## src/rtl/nmi_pkg.sv

```systemverilog
package nmi_pkg;

  typedef enum logic [1:0] {
    TRIG_LOW  = 2'b00,
    TRIG_HIGH = 2'b01,
    TRIG_FALL = 2'b10,
    TRIG_RISE = 2'b11
  } trig_e;

  localparam int unsigned ADDR_CTRL = 0;
  localparam int unsigned ADDR_PEND = 1;
  localparam int unsigned ADDR_EN   = 2;

  // Bit 1 of the encoding separates edge modes from level modes.
  function automatic logic f_is_edge(input trig_e t);
    return t[1];
  endfunction

  function automatic logic f_hit(input trig_e t, input logic cur, input logic prv);
    logic r;
    case (t)
      TRIG_LOW:  r = ~cur;
      TRIG_HIGH: r = cur;
      TRIG_FALL: r = prv & ~cur;
      default:   r = cur & ~prv;
    endcase
    return r;
  endfunction

  // Set has priority over clear.
  function automatic logic f_latch_next(input logic held, input logic set, input logic clr);
    return set | (held & ~clr);
  endfunction

endpackage

```

## src/rtl/nmi_sync.sv

```systemverilog
module nmi_sync #(
  parameter int unsigned STAGES = 2
) (
  input  logic clk,
  input  logic rst_n,
  input  logic async_in,
  output logic sync_out
);
  logic [STAGES-1:0] chain_q;

  generate
    for (genvar g = 0; g < STAGES; g++) begin : g_stage
      if (g == 0) begin : g_first
        always_ff @(posedge clk or negedge rst_n) begin
          if (!rst_n) chain_q[0] <= 1'b0;
          else        chain_q[0] <= async_in;
        end
      end else begin : g_next
        always_ff @(posedge clk or negedge rst_n) begin
          if (!rst_n) chain_q[g] <= 1'b0;
          else        chain_q[g] <= chain_q[g-1];
        end
      end
    end
  endgenerate

  assign sync_out = chain_q[STAGES-1];
endmodule

```

## src/rtl/nmi_detect.sv

```systemverilog
module nmi_detect (
  input  logic          clk,
  input  logic          rst_n,
  input  logic          pin_s,
  input  nmi_pkg::trig_e trig,
  input  logic          cfg_wr,
  input  logic          ack_wr,
  output logic          evt
);
  import nmi_pkg::*;

  logic prev_q;
  logic hit;
  logic edge_mode;

  // The delayed copy reloads from the synchronized pin every cycle, the
  // trigger-select write cycle included. Masking that cycle is therefore
  // enough to keep a mode change from producing a false edge.
  always_ff @(posedge clk or negedge rst_n) begin
    if (!rst_n) prev_q <= 1'b0;
    else        prev_q <= pin_s;
  end

  assign edge_mode = f_is_edge(trig);
  assign hit       = f_hit(trig, pin_s, prev_q);

  // Edge events are dropped while the trigger select is written. Level
  // events are held off during an acknowledge so that the latch drops
  // for one cycle before it sets again.
  assign evt = hit & ~(edge_mode & cfg_wr) & ~(~edge_mode & ack_wr);
endmodule

```

## src/rtl/nmi_regs.sv

```systemverilog
module nmi_regs #(
  parameter int unsigned   ADDR_W     = 4,
  parameter int unsigned   DATA_W     = 32,
  parameter nmi_pkg::trig_e RESET_TRIG = nmi_pkg::TRIG_RISE
) (
  input  logic              clk,
  input  logic              rst_n,
  input  logic              reg_valid,
  input  logic              reg_write,
  input  logic [ADDR_W-1:0] reg_addr,
  input  logic [DATA_W-1:0] reg_wdata,
  input  logic              evt,
  output logic [DATA_W-1:0] reg_rdata,
  output nmi_pkg::trig_e    trig_q,
  output logic              en_q,
  output logic              pend_q,
  output logic              cfg_wr,
  output logic              ack_wr
);
  import nmi_pkg::*;

  localparam logic [ADDR_W-1:0] A_CTRL = ADDR_W'(ADDR_CTRL);
  localparam logic [ADDR_W-1:0] A_PEND = ADDR_W'(ADDR_PEND);
  localparam logic [ADDR_W-1:0] A_EN   = ADDR_W'(ADDR_EN);

  logic wr_any;
  logic en_wr;
  logic unused_wdata;

  assign wr_any       = reg_valid & reg_write;
  assign cfg_wr       = wr_any & (reg_addr == A_CTRL);
  assign en_wr        = wr_any & (reg_addr == A_EN);
  assign ack_wr       = wr_any & (reg_addr == A_PEND) & reg_wdata[0];
  assign unused_wdata = ^reg_wdata[DATA_W-1:2];

  always_ff @(posedge clk or negedge rst_n) begin
    if (!rst_n) begin
      trig_q <= RESET_TRIG;
      en_q   <= 1'b0;
      pend_q <= 1'b0;
    end else begin
      if (cfg_wr) trig_q <= trig_e'(reg_wdata[1:0]);
      if (en_wr)  en_q   <= reg_wdata[0];
      pend_q <= f_latch_next(pend_q, evt, ack_wr);
    end
  end

  always_comb begin
    reg_rdata = '0;
    case (reg_addr)
      A_CTRL:  reg_rdata[1:0] = trig_q;
      A_PEND:  reg_rdata[0]   = pend_q;
      A_EN:    reg_rdata[0]   = en_q;
      default: reg_rdata      = '0;
    endcase
  end
endmodule

```

## src/rtl/nmi_trig_latch.sv

```systemverilog
module nmi_trig_latch #(
  parameter int unsigned    ADDR_W      = 4,
  parameter int unsigned    DATA_W      = 32,
  parameter int unsigned    SYNC_STAGES = 2,
  parameter nmi_pkg::trig_e RESET_TRIG  = nmi_pkg::TRIG_RISE
) (
  input  logic              clk,
  input  logic              rst_n,
  input  logic              nmi_pin,
  input  logic              reg_valid,
  input  logic              reg_write,
  input  logic [ADDR_W-1:0] reg_addr,
  input  logic [DATA_W-1:0] reg_wdata,
  output logic [DATA_W-1:0] reg_rdata,
  output logic              irq_req,
  output logic              src0_req
);
  import nmi_pkg::*;

  logic  pin_s;
  logic  evt;
  logic  cfg_wr;
  logic  ack_wr;
  logic  en_q;
  logic  pend_q;
  trig_e trig_q;

  nmi_sync #(.STAGES(SYNC_STAGES)) u_sync (
    .clk(clk), .rst_n(rst_n), .async_in(nmi_pin), .sync_out(pin_s)
  );

  nmi_detect u_detect (
    .clk(clk), .rst_n(rst_n), .pin_s(pin_s), .trig(trig_q),
    .cfg_wr(cfg_wr), .ack_wr(ack_wr), .evt(evt)
  );

  nmi_regs #(.ADDR_W(ADDR_W), .DATA_W(DATA_W), .RESET_TRIG(RESET_TRIG)) u_regs (
    .clk(clk), .rst_n(rst_n), .reg_valid(reg_valid), .reg_write(reg_write),
    .reg_addr(reg_addr), .reg_wdata(reg_wdata), .evt(evt),
    .reg_rdata(reg_rdata), .trig_q(trig_q), .en_q(en_q), .pend_q(pend_q),
    .cfg_wr(cfg_wr), .ack_wr(ack_wr)
  );

  assign src0_req = pend_q;
  assign irq_req  = pend_q & en_q;
endmodule

```

## config.mk

```make
export PLATFORM = sky130hd
export DESIGN_NAME = nmi_trig_latch
export DESIGN_NICKNAME = d
export VERILOG_FILES = /design/src/rtl/nmi_pkg.sv /design/src/rtl/nmi_sync.sv /design/src/rtl/nmi_detect.sv /design/src/rtl/nmi_regs.sv /design/src/rtl/nmi_trig_latch.sv
export SDC_FILE = /design/constraint.sdc
export NUM_CORES = 1
export LEC_CHECK = 0
export ABC_AREA = 1
export BUFFER_PORTS_ARGS = -buffer_cell sky130_fd_sc_hd__buf_2
export CAP_MARGIN = 0
export CORE_MARGIN = 8
export CORE_UTILIZATION = 31
export DETAILED_ROUTE_END_ITERATION = 6
export PLACE_DENSITY = 0.78
export SETUP_SLACK_MARGIN = 0.02
export SYNTH_ARGS = -nofsm -noshare
export SYNTH_HDL_FRONTEND = slang
export SYNTH_SLANG_ARGS = --single-unit
```

## constraint.sdc

```tcl
create_clock -name clk -period 1.19 [get_ports clk]
set_clock_uncertainty 0.15 [all_clocks]
set_input_delay 0.0595 -clock clk [delete_from_list [all_inputs] [get_ports clk]]
set_output_delay 0.0595 -clock clk [all_outputs]
set_load 0.01 [all_outputs]
```

== Word-level counts from Yosys, hierarchy flattened ==
Index checks and enable logic that the tools add are counted.
Cells by class
  eq/ne operators: 4
  muxes and demuxes: 3
  bitwise gates (word level): 20
  reductions and logical operators: 2
Operators by type and width (count)
  bitwise AND 1 bit: 13
  NOT 1 bit: 6
  one-hot mux 1 bit (3 select lines): 2
  equality test 4 x 1 -> 1 bit (second input constant): 1
  equality test 4 x 2 -> 1 bit (second input constant): 1
  zero test 4 bit: 1
  equality test 2 x 1 -> 1 bit (second input constant): 1
  equality test 2 bit (second input constant): 1
  zero test 2 bit: 1
  two-way mux 1 bit: 1
  bitwise OR 1 bit: 1
Word-level totals
  flip-flop bits (word level): 7
  input port bits: 41
  output and inout port bits: 34

== Depth between registers and ports, before layout ==
Gate-level depths: netlist of run 1.
  depth after elaboration: 7
  mapped depth: 8
  mapped depth without buffers: 8

== Cells and area by module ==
Synthesis of run 1 repeated with hierarchy kept, for this count alone.
Unflattened totals
  cells, all modules: 81
  area total of the unflattened synthesis: 613.1 um^2
Modules (own cells, without submodules)
  nmi_regs: times used 1, cells an instance 66, area an instance 489.2 um^2
  nmi_detect: times used 1, cells an instance 11, area an instance 66.3 um^2
  nmi_sync: times used 1, cells an instance 2, area an instance 50.0 um^2
  nmi_trig_latch: times used 1, cells an instance 2, area an instance 7.5 um^2

== Worst setup path before layout of run 1 ==
Ideal clock, no wire load.
  path type: flip-flop to output port
  from: register u_regs.trig_q[1]
  to: output port reg_rdata[1]
  arrival: 990 ps
  data required time: 981 ps
  slack: -10 ps
  cell stages (with the launch flop): 3
  path through: dfstp_2 > inv_1 > nor4_1
Between the ends
  word-level cells in the longest chain between the ends: 1
RTL lines
  from (decl): RTL line nmi_regs.sv:14  | output nmi_pkg::trig_e trig_q,
  from (signal assigned): RTL line nmi_regs.sv:42  | if (cfg_wr) trig_q <= trig_e'(reg_wdata[1:0]);
  two-way mux 1 bit: RTL line nmi_regs.sv:50  | case (reg_addr)
  to (decl): RTL line nmi_trig_latch.sv:14  | output logic [DATA_W-1:0] reg_rdata,
Every way passes these cells.

== Worst setup path after layout of run 1 ==
Ends and elaborated chain as after synthesis.

==> results of run 1 <==
## layer usage
metal / share of wire (%) / vias to the layer above / GRT usage (%)
li1: - / 241 / -
met1: 31 / 226 / 5.38
met2: 51 / 36 / 12.5
met3: 15 / 3 / 1.72
met4: 2.2 / 0 / 5.10
met5: 0 / - / 0
## cell type report
class                   count  area (sq um)  area share (%)
well taps                  27          33.8            4.49
repair buffers             25           179            23.8
multi-input cells          63           302            40.1
clock buffers               4          26.3            3.49
flip-flops and latches      7           178            23.6
inverters                   9          33.8            4.49
## synth_stat cells (all sizes together)
library cell and count:
buf 30, conb 1, dfrtp 5, dfstp 2
inv 9, nand2 14, nand3 6, nand4 1
nor2 7, nor4 1, o21ai 3, o31ai 1
## worst max-delay path: stages, from the launching register on
cell and delay [ps]:
dfstp_2 540, inv_2 50, nor4_4 120, buf_2 170
## report_power, final
group	internal [W]	total [W]	leakage (nW)	switching, W
clock network	0.000128	0.000223	0.0150	0.0000951
logic	0.0000887	0.000225	0.316	0.000136
registers	0.000273	0.000293	0.0776	0.0000199
## state kept, by name (all words and copies together) (netlist names)
register and cells:
u_regs.trig_q 2, u_detect.prev_q 1, u_regs.en_q 1, u_regs.pend_q 1
u_sync.chain_q 1, u_sync.sync_out 1
## kinds of logic after synthesis
| family | synth area share [%] |
|---|---|
| DFF | 29.4 |
| and+or+nand+nor | 23.4 |
| buffers and inverters | 42.9 |
| AOI/OAI and AO/OA | 3.73 |
| other | 0.621 |
## placed cells by master (no fill, tap or decap), types with 2 or more instances in the layout
master	Yosys	layout
nand2_1	14	14
buf_4	30	3
nor2_2	3	3
clkbuf_4	0	3
inv_2	1	2
dfstp_2	2	2
dfrtp_1	5	5
inv_1	8	7
conb_1	1	30
o21ai_0	3	3
dlygate4sd3_1	0	8
buf_2	0	13
nand3_2	1	3
nor2_1	3	3
nand3_1	5	3
## path summary, 6_finish.rpt
check / startpoint / endpoint / slack (ps) / cells past startpoint
max: u_regs.trig_q[1] / reg_rdata[1] / -150 / 3
min: reg_addr[2] / u_regs.en_q / -20 / 4
max reg2reg: u_regs.trig_q[0] / u_regs.pend_q / -60 / 8
min reg2reg: u_sync.chain_q[0] / u_sync.sync_out / 200 / 0
max in group asynchronous: rst_n / u_detect.prev_q / 150 / 3
min in group asynchronous: rst_n / u_regs.trig_q[0] / 150 / 2
## repair_timing
item,4_1_cts,5_1_grt
endpoints found under the setup margin,2,4
gates resized for setup,2,3
setup buffers,3,0
hold buffers,8,0
hold endpoints to repair,12,0
pin swaps,2,0
gates cloned,0,0
## through the flow
step / hold WS (ps) / setup WS [ps] / setup TNS [ps] / area [sq um] / instances
6_report: -21.0 / -147 / -305 / 752 / 135
5_1_grt: 1.08 / -218 / -598 / 752 / 135
4_1_cts: -17.4 / -185 / -323 / 732 / 135
3_5_place_dp: -249 / -33.3 / -33.3 / 598 / 120
3_3_place_gp: -255 / 14.2 / 0 / 598 / 120
2_1_floorplan: -386 / 88.9 / 0 / 719 / 109
==> reports/metrics.cfg, run 1 <==
[outcome]
status = complete, but fails checks
violations = negative hold slack, negative setup slack

[synth]
syn_area_sq_um = 604
ys_ff_latch = 7
netlist.area_leader.share_pct = 37.3
synth_cell_type_count = 16
yosysSeqAreaShare_pct = 29.4
synth_top_cell_by_area = buf_4
syn_avg_cell_area_sq_um = 7.55
synth.area.top_cells = buf_4, dfrtp_1, dfstp_2, nand2_1, inv_1
synthCells = 80
yosysWarnings = 0

[sta]
period_minus_slack_ps = 1340
maxSlewViolCount = 0
setup_viol = 4
rsz0062_at_grt = true
hold_viol_final = 1
worst_slack_ps = -147
hold_slack_ps = -21.0
fin_crit_sh_pct = 112
fmax_mhz = 748

[finish]
drive_above_1_share_pct = 29.6
nFillCells = 190
nNetsFinal = 150
antenna-diode-count = 0
area_delta_synth_final_pct = 24.4
final_util_pct = 39.5

[cts]
clk_pin_slew_ps = 50
cts_tree = done
clockBufferDepth = 2
clock-root-buffer = clkbuf_4
insertion_delay_ps = 260
cts_sinks = 7
cts_inserted_buffers = 3
htreeDepth = 1

[floorplanning]
die_area_sq_um = 3620
io_pins = 75
fp.dieH_um = 60.2
coreArea_sq_um = 1900
die_w_um = 60.2
initial_core_util_pct = 31.8
rows = 16

[grt]
grt_overflow = 0
grt_pass1_wl_um = 1700
antenna_found_initial = 0
grt_max_degree = 6
grt_usage_pct = 6.51
grt_pass1_vias = 437

[setup_path]
required_ps = 980
crit_path_max_fanout = 2
end_kind = primary output
worstSetupStartpointType = flop
crit_type = reg2out
crit_arrival_ps = 1130

[worst_hold_path]
hp-class = in2reg

[route]
antenna_left = 0
drtPass1Iterations = 5
vias = 506
post_drt_wl_per_cell_um = 10.5
drc = 0
wirelength_um = 1420
drt_iter0_markers = 10
viasPerCell = 3.75

[power_and_ir_drop]
leakagePower_nw = 0.408
ir_drop_mv = 0.584
pwr_density_cell_nw_per_um2 = 985
power_w = 0.000741

[job]
maxCapViolCount = 0

[place]
place_congestion = 0.770
port-buffer-count = 14
dp_hpwl_um = 952

(Power assumes the default switching activity.)
==> run 2, diff against run 1 <==
--- a/config.mk
+++ b/config.mk
@@ -9,9 +9,10 @@
 export BUFFER_PORTS_ARGS = -buffer_cell sky130_fd_sc_hd__buf_2
 export CAP_MARGIN = 0
 export CORE_MARGIN = 8
-export CORE_UTILIZATION = 31
+export CORE_UTILIZATION = 33
+export CTS_BUF_LIST = sky130_fd_sc_hd__clkbuf_4 sky130_fd_sc_hd__clkbuf_8
 export DETAILED_ROUTE_END_ITERATION = 6
-export PLACE_DENSITY = 0.78
+export PLACE_DENSITY = 0.82
 export SETUP_SLACK_MARGIN = 0.02
 export SYNTH_ARGS = -nofsm -noshare
 export SYNTH_HDL_FRONTEND = slang
==> run 2 against run 1 <==
  * The run ends with negative setup slack left
  * Die area fell by 4.5%
  * Sequential share of layout area grew 1.1 points
  * Utilization increased by 2.1 points
  * Flip-flop and latch count unchanged
  * Sequential power barely moved
  * Worst hold slack improved by 34 ps
  * Final cell count shrank 3.7%
  * First-iteration DRC count stayed put
  * Final area fell by 4.3%
  * Register-to-register slack about the same
  * Global-route usage decreased by 0.12 points
  * Non-clock buffer count is 3 lower
  * Critical endpoint unchanged
==> reports/metrics.cfg, run 2 (same netlist as run 1, synthesis figures left out) <==
[cts]
clock-root-buffer = clkbuf_4
clockBufferDepth = 2
insertion_delay_ps = 240
cts_inserted_buffers = 3
clk_pin_slew_ps = 50
cts_sinks = 7
cts_tree = done
htreeDepth = 1

[floorplanning]
initial_core_util_pct = 35.0
rows = 15
die_area_sq_um = 3460
io_pins = 75
fp.dieH_um = 58.8
coreArea_sq_um = 1730
die_w_um = 58.8

[setup_path]
required_ps = 980
critPathMaxStageDelay_ps = 530
crit_path_max_fanout = 2
crit_type = reg2out
end_kind = primary output
worst-path-buf-inv = 2
crit_family = flip-flops
critPathSlowestCell = dfstp_2
worstSetupStartpointType = flop
crit_arrival_ps = 1110
path_cells = inv_2, nor4_2, buf_2

[sta]
fin_crit_sh_pct = 111
worst_slack_ps = -131
maxSlewViolCount = 0
setup_viol = 3
tns_ps = -281
fmax_mhz = 757
rsz0062_at_grt = true
period_minus_slack_ps = 1320
hold_viol_final = 0

[route]
drtPass1Iterations = 4
post_drt_wl_per_cell_um = 10.1
drt_iter0_markers = 10
viasPerCell = 3.67
wirelength_um = 1320
drc = 0
antenna_left = 0
vias = 477

[worst_hold_path]
hp-class = in2reg

[power_and_ir_drop]
clock_power_share_pct = 30.6
pwr_density_cell_nw_per_um2 = 1020
pwr-share-comb_pct = 29.6
p_sw_share_pct = 30.7
power_frac_seq_pct = 39.8
leakagePower_nw = 0.400
switching_power_w = 0.000224
ir_drop_mv = 0.661
internal-power_w = 0.000507

[place]
place_ws_ps = -4.37
port-buffer-count = 14
dp_hpwl_um = 1020
place_congestion = 0.774

[job]
maxCapViolCount = 0

[finish]
regMostFlops = u_regs.trig_q
largest_register_ffs = 2
nFillCells = 184
antenna-diode-count = 0
nNetsFinal = 147
area_delta_synth_final_pct = 19.0
layout_commonest_cell = conb_1
drive_above_1_share_pct = 32.4
layout_common_cells = conb_1, nand2_1, buf_2, inv_1

[grt]
grt_usage_pct = 6.39
grt_overflow = 0
grt_pass1_wl_um = 1850
antenna_found_initial = 0
grt_pass1_vias = 465
grt_max_degree = 8

[outcome]
violations = negative setup slack
status = complete, but fails checks

[run 2: cell count changes in the layout (fill, tap and decap cells not counted)]
cell           delta
nand3_2           +1
nor4_4            -1
dlygate4sd3_1     -3
clkbuf_1          -1
nor4_2            +1
clkbuf_4          +1
nand3_1           -1
[run 2: final timing paths]
kind                               endpoint  cells past startpoint  slack (ps)               from
setup / recovery               reg_rdata[1]                      3        -130   u_regs.trig_q[1]
max in group asynchronous  u_regs.trig_q[1]                      2         640              rst_n
setup reg to reg              u_regs.pend_q                      8         -60   u_regs.trig_q[0]
hold reg to reg             u_sync.sync_out                      0         200  u_sync.chain_q[0]
min in group asynchronous     u_regs.pend_q                      2          20              rst_n
hold / removal                  u_regs.en_q                      4          10        reg_addr[2]
[run 2: final cells by class]
type / count / area [sq um] / share of cell area (%)
Tap cell: 25 / 31.3 / 4.35
Timing Repair Buffer: 22 / 149 / 20.7
Inverter: 9 / 33.8 / 4.70
Clock buffer: 4 / 30.0 / 4.17
Multi-Input combinational cell: 63 / 298 / 41.4
Sequential cell: 7 / 178 / 24.7
[run 2: metrics by stage]
step / instance area (sq um) / total power [W] / hold slack [ps] / instances / util [%]
after CTS: 698 / 0.000724 / -7.90 / 130 / 40.4
after floorplan: 719 / 0.000476 / -386 / 109 / -
after detailed placement: 596 / 0.000453 / -253 / 118 / 34.5
after global routing: 719 / 0.000783 / 28.3 / 130 / 41.7
final: 719 / 0.000731 / 13.3 / 130 / 41.7
after global placement: 596 / 0.000447 / -257 / 118 / 34.5
[run 2: per-layer routing]
metal  part of all wire [%]  vias up  wire length, um  GRT usage [%]
met5                      0        -                0              0
met4                    1.6        0               21           3.07
li1                       -      236                -              -
met2                     53       29              700           12.0
met3                     15        2              199           2.61
met1                     30      210              396           5.74
[run 2: worst min-delay path, stage by stage]
cell,delay (ps)
buf_2,100
nor2_4,50
nand2_1,80
o31ai_1,70
[run 2: timing repair]
action,4_1_cts,5_1_grt
gates resized for setup,1,4
endpoints found under the setup margin,2,3
endpoints found under the hold margin,12,0
setup buffers,3,0
hold buffers,5,0
pin swaps,2,1
[run 2: power by group through the flow]
stage                     combinational [W]  sequential (W)  clock [W]
after global routing               0.000242        0.000293   0.000248
after CTS                          0.000203        0.000287   0.000235
after global placement             0.000152        0.000295          0
after floorplan                    0.000184        0.000292          0
after detailed placement           0.000155        0.000298          0
final                              0.000216        0.000291   0.000224
==> run 3, diff against run 2 <==
==> constraint.sdc (replaced) <==
create_clock -name clk -period 1.19 [get_ports clk]
set_clock_uncertainty 0.15 [all_clocks]
set_input_delay 0.0595 -clock clk [delete_from_list [all_inputs] [get_ports clk]]
set_output_delay 0.0595 -clock clk [all_outputs]
set_load 0.005 [all_outputs]
==> run 3 against run 2 <==
  * The flow finishes with violations (negative hold slack, negative setup slack)
  * Critical path type unchanged
  * Flip-flop and latch count stayed put
  * Global-route usage up 0.52 points
  * Largest power group unchanged
  * Sequential power about the same
  * Total power decreased by 3.9%
==> reports/metrics.cfg, run 3 (same netlist as run 1, synthesis figures left out) <==
[grt]
grt_overflow = 0
top_usage_layer = met2
grt_usage_pct = 6.91
grtUsageMet1_pct = 6.47
grt_pass1_wl_um = 1910
antenna_found_initial = 0
grt_pass1_vias = 460
met2_usage_pct = 12.5
met3_usage_pct = 2.61
grt_max_degree = 8

[sta]
setup_viol = 3
fmax_mhz = 753
hold_viol_final = 3
maxSlewViolCount = 0
hold_slack_ps = -26.4
tns_ps = -252
fin_crit_sh_pct = 112
worst_slack_ps = -139
rsz0062_at_grt = true
period_minus_slack_ps = 1330

[setup_path]
crit_family = flip-flops
rrSetupSlack_ps = -40
end_kind = primary output
critPathSlowestCell = dfstp_2
crit_path_start = u_regs.trig_q[1]
r2r-end = u_regs.pend_q
r2r-start = u_regs.trig_q[0]
path_cells = inv_2, nor4_2, buf_2
required_ps = 980
critPathMaxStageDelay_ps = 530
worstSetupStartpointType = flop
crit_arrival_ps = 1120
crit_type = reg2out
reg2reg_depth = 8
crit_path_max_fanout = 2
worst-path-buf-inv = 2

[cts]
cts_inserted_buffers = 3
clockBufferDepth = 2
htreeDepth = 1
cts_sinks = 7
clock-root-buffer = clkbuf_4
insertion_delay_ps = 260
cts_tree = done
clk_pin_slew_ps = 60

[route]
antenna_left = 0
viasPerCell = 3.70
post_drt_wl_per_cell_um = 9.71
wirelength_um = 1260
drt_iter0_markers = 9
drtPass1Iterations = 4
vias = 481
drc = 0

[finish]
nNetsFinal = 147
antenna-diode-count = 0
layout_commonest_cell = conb_1
area_delta_synth_final_pct = 16.8
largest_register_ffs = 2
regMostFlops = u_regs.trig_q
layout_common_cells = conb_1, nand2_1, buf_2, inv_1
nFillCells = 195
drive_above_1_share_pct = 31.4

[floorplanning]
initial_core_util_pct = 35.0
die_area_sq_um = 3460
coreArea_sq_um = 1730
io_pins = 75
rows = 15
fp.dieH_um = 58.8
die_w_um = 58.8

[power_and_ir_drop]
pwr_density_cell_nw_per_um2 = 996
leakagePower_nw = 0.398
ir_drop_mv = 0.727

[outcome]
violations = negative hold slack, negative setup slack
status = complete, but fails checks

[place]
dp_hpwl_um = 999
port-buffer-count = 14
place_congestion = 0.711

[worst_hold_path]
worstHoldEndpoint = u_regs.en_q
hp-class = in2reg
hold-path-cell-count = 4
min_from = reg_addr[2]

[job]
maxCapViolCount = 0

[run 3: cell count changes in the layout (fill, tap and decap cells not counted)]
cell and change:
buf_2 +1, clkinv_2 +1, nand3_1 +1, buf_6 -1, clkbuf_4 -1, nand3_2 -1
[run 3: layout make-up]
type / instances / area (sq um) / share of cell area (%)
timing repair buffer: 22 / 143 / 20.2
clock inverter: 1 / 5.00 / 0.709
inverter: 9 / 33.8 / 4.79
tap: 25 / 31.3 / 4.43
sequential: 7 / 178 / 25.2
clock buffer: 3 / 22.5 / 3.19
multi-input combinational: 63 / 293 / 41.5
[run 3: per-layer routing]
metal | share of wire, % | routed length (um) | vias up
met5 | 0 | 0 | -
met4 | 1.7 | 21 | 0
met3 | 16 | 197 | 3
met2 | 49 | 616 | 30
met1 | 34 | 427 | 213
li1 | - | - | 235
[run 3: worst register-to-register path, cell delays in order, from the launching register on]
cell and delay [ps]:
dfstp_2 540, buf_4 110, nor2_1 40, nand2_1 60, nand2_1 50, inv_1 40, nor2_1 40, nand2_1 50
nand2_1 50
[run 3: timing repair]
item,in CTS,in global routing
pin swaps,2,0
hold buffers,5,0
endpoints found under the hold margin,12,0
setup endpoints to repair,2,3
buffers inserted,3,0
gates resized for setup,2,2
[run 3: per-stage QoR]
| stage | area (sq um) | util [%] | total power [W] | cells | worst slack [ps] |
|---|---|---|---|---|---|
| 2_1_floorplan | 713 | - | 0.000448 | 109 | 103 |
| 3_3_place_gp | 589 | 34.1 | 0.000421 | 118 | 16.1 |
| 3_5_place_dp | 589 | 34.1 | 0.000427 | 118 | 13.2 |
| 4_1_cts | 694 | 40.2 | 0.000699 | 130 | -164 |
| 5_1_grt | 706 | 40.9 | 0.000746 | 130 | -187 |
| 6_report | 706 | 40.9 | 0.000703 | 130 | -139 |
[run 3: worst max path at each step]
stage / end / slack (ps) / depth (start not counted)
after CTS: reg_rdata[1] / -160 / 3
after global placement: reg_rdata[1] / 20 / 3
after global routing: reg_rdata[1] / -190 / 3
final: reg_rdata[1] / -140 / 3
after floorplan: u_regs.pend_q / 100 / 7
after detailed placement: reg_rdata[1] / 10 / 3
[run 3: power breakdown]
part           total (W)  switching [W]  leakage [nW]  internal [W]
combinational   0.000186       0.000105         0.302     0.0000813
sequential      0.000288      0.0000155        0.0776      0.000272
clock           0.000229       0.000105        0.0177      0.000124
total           0.000703       0.000226         0.398      0.000477
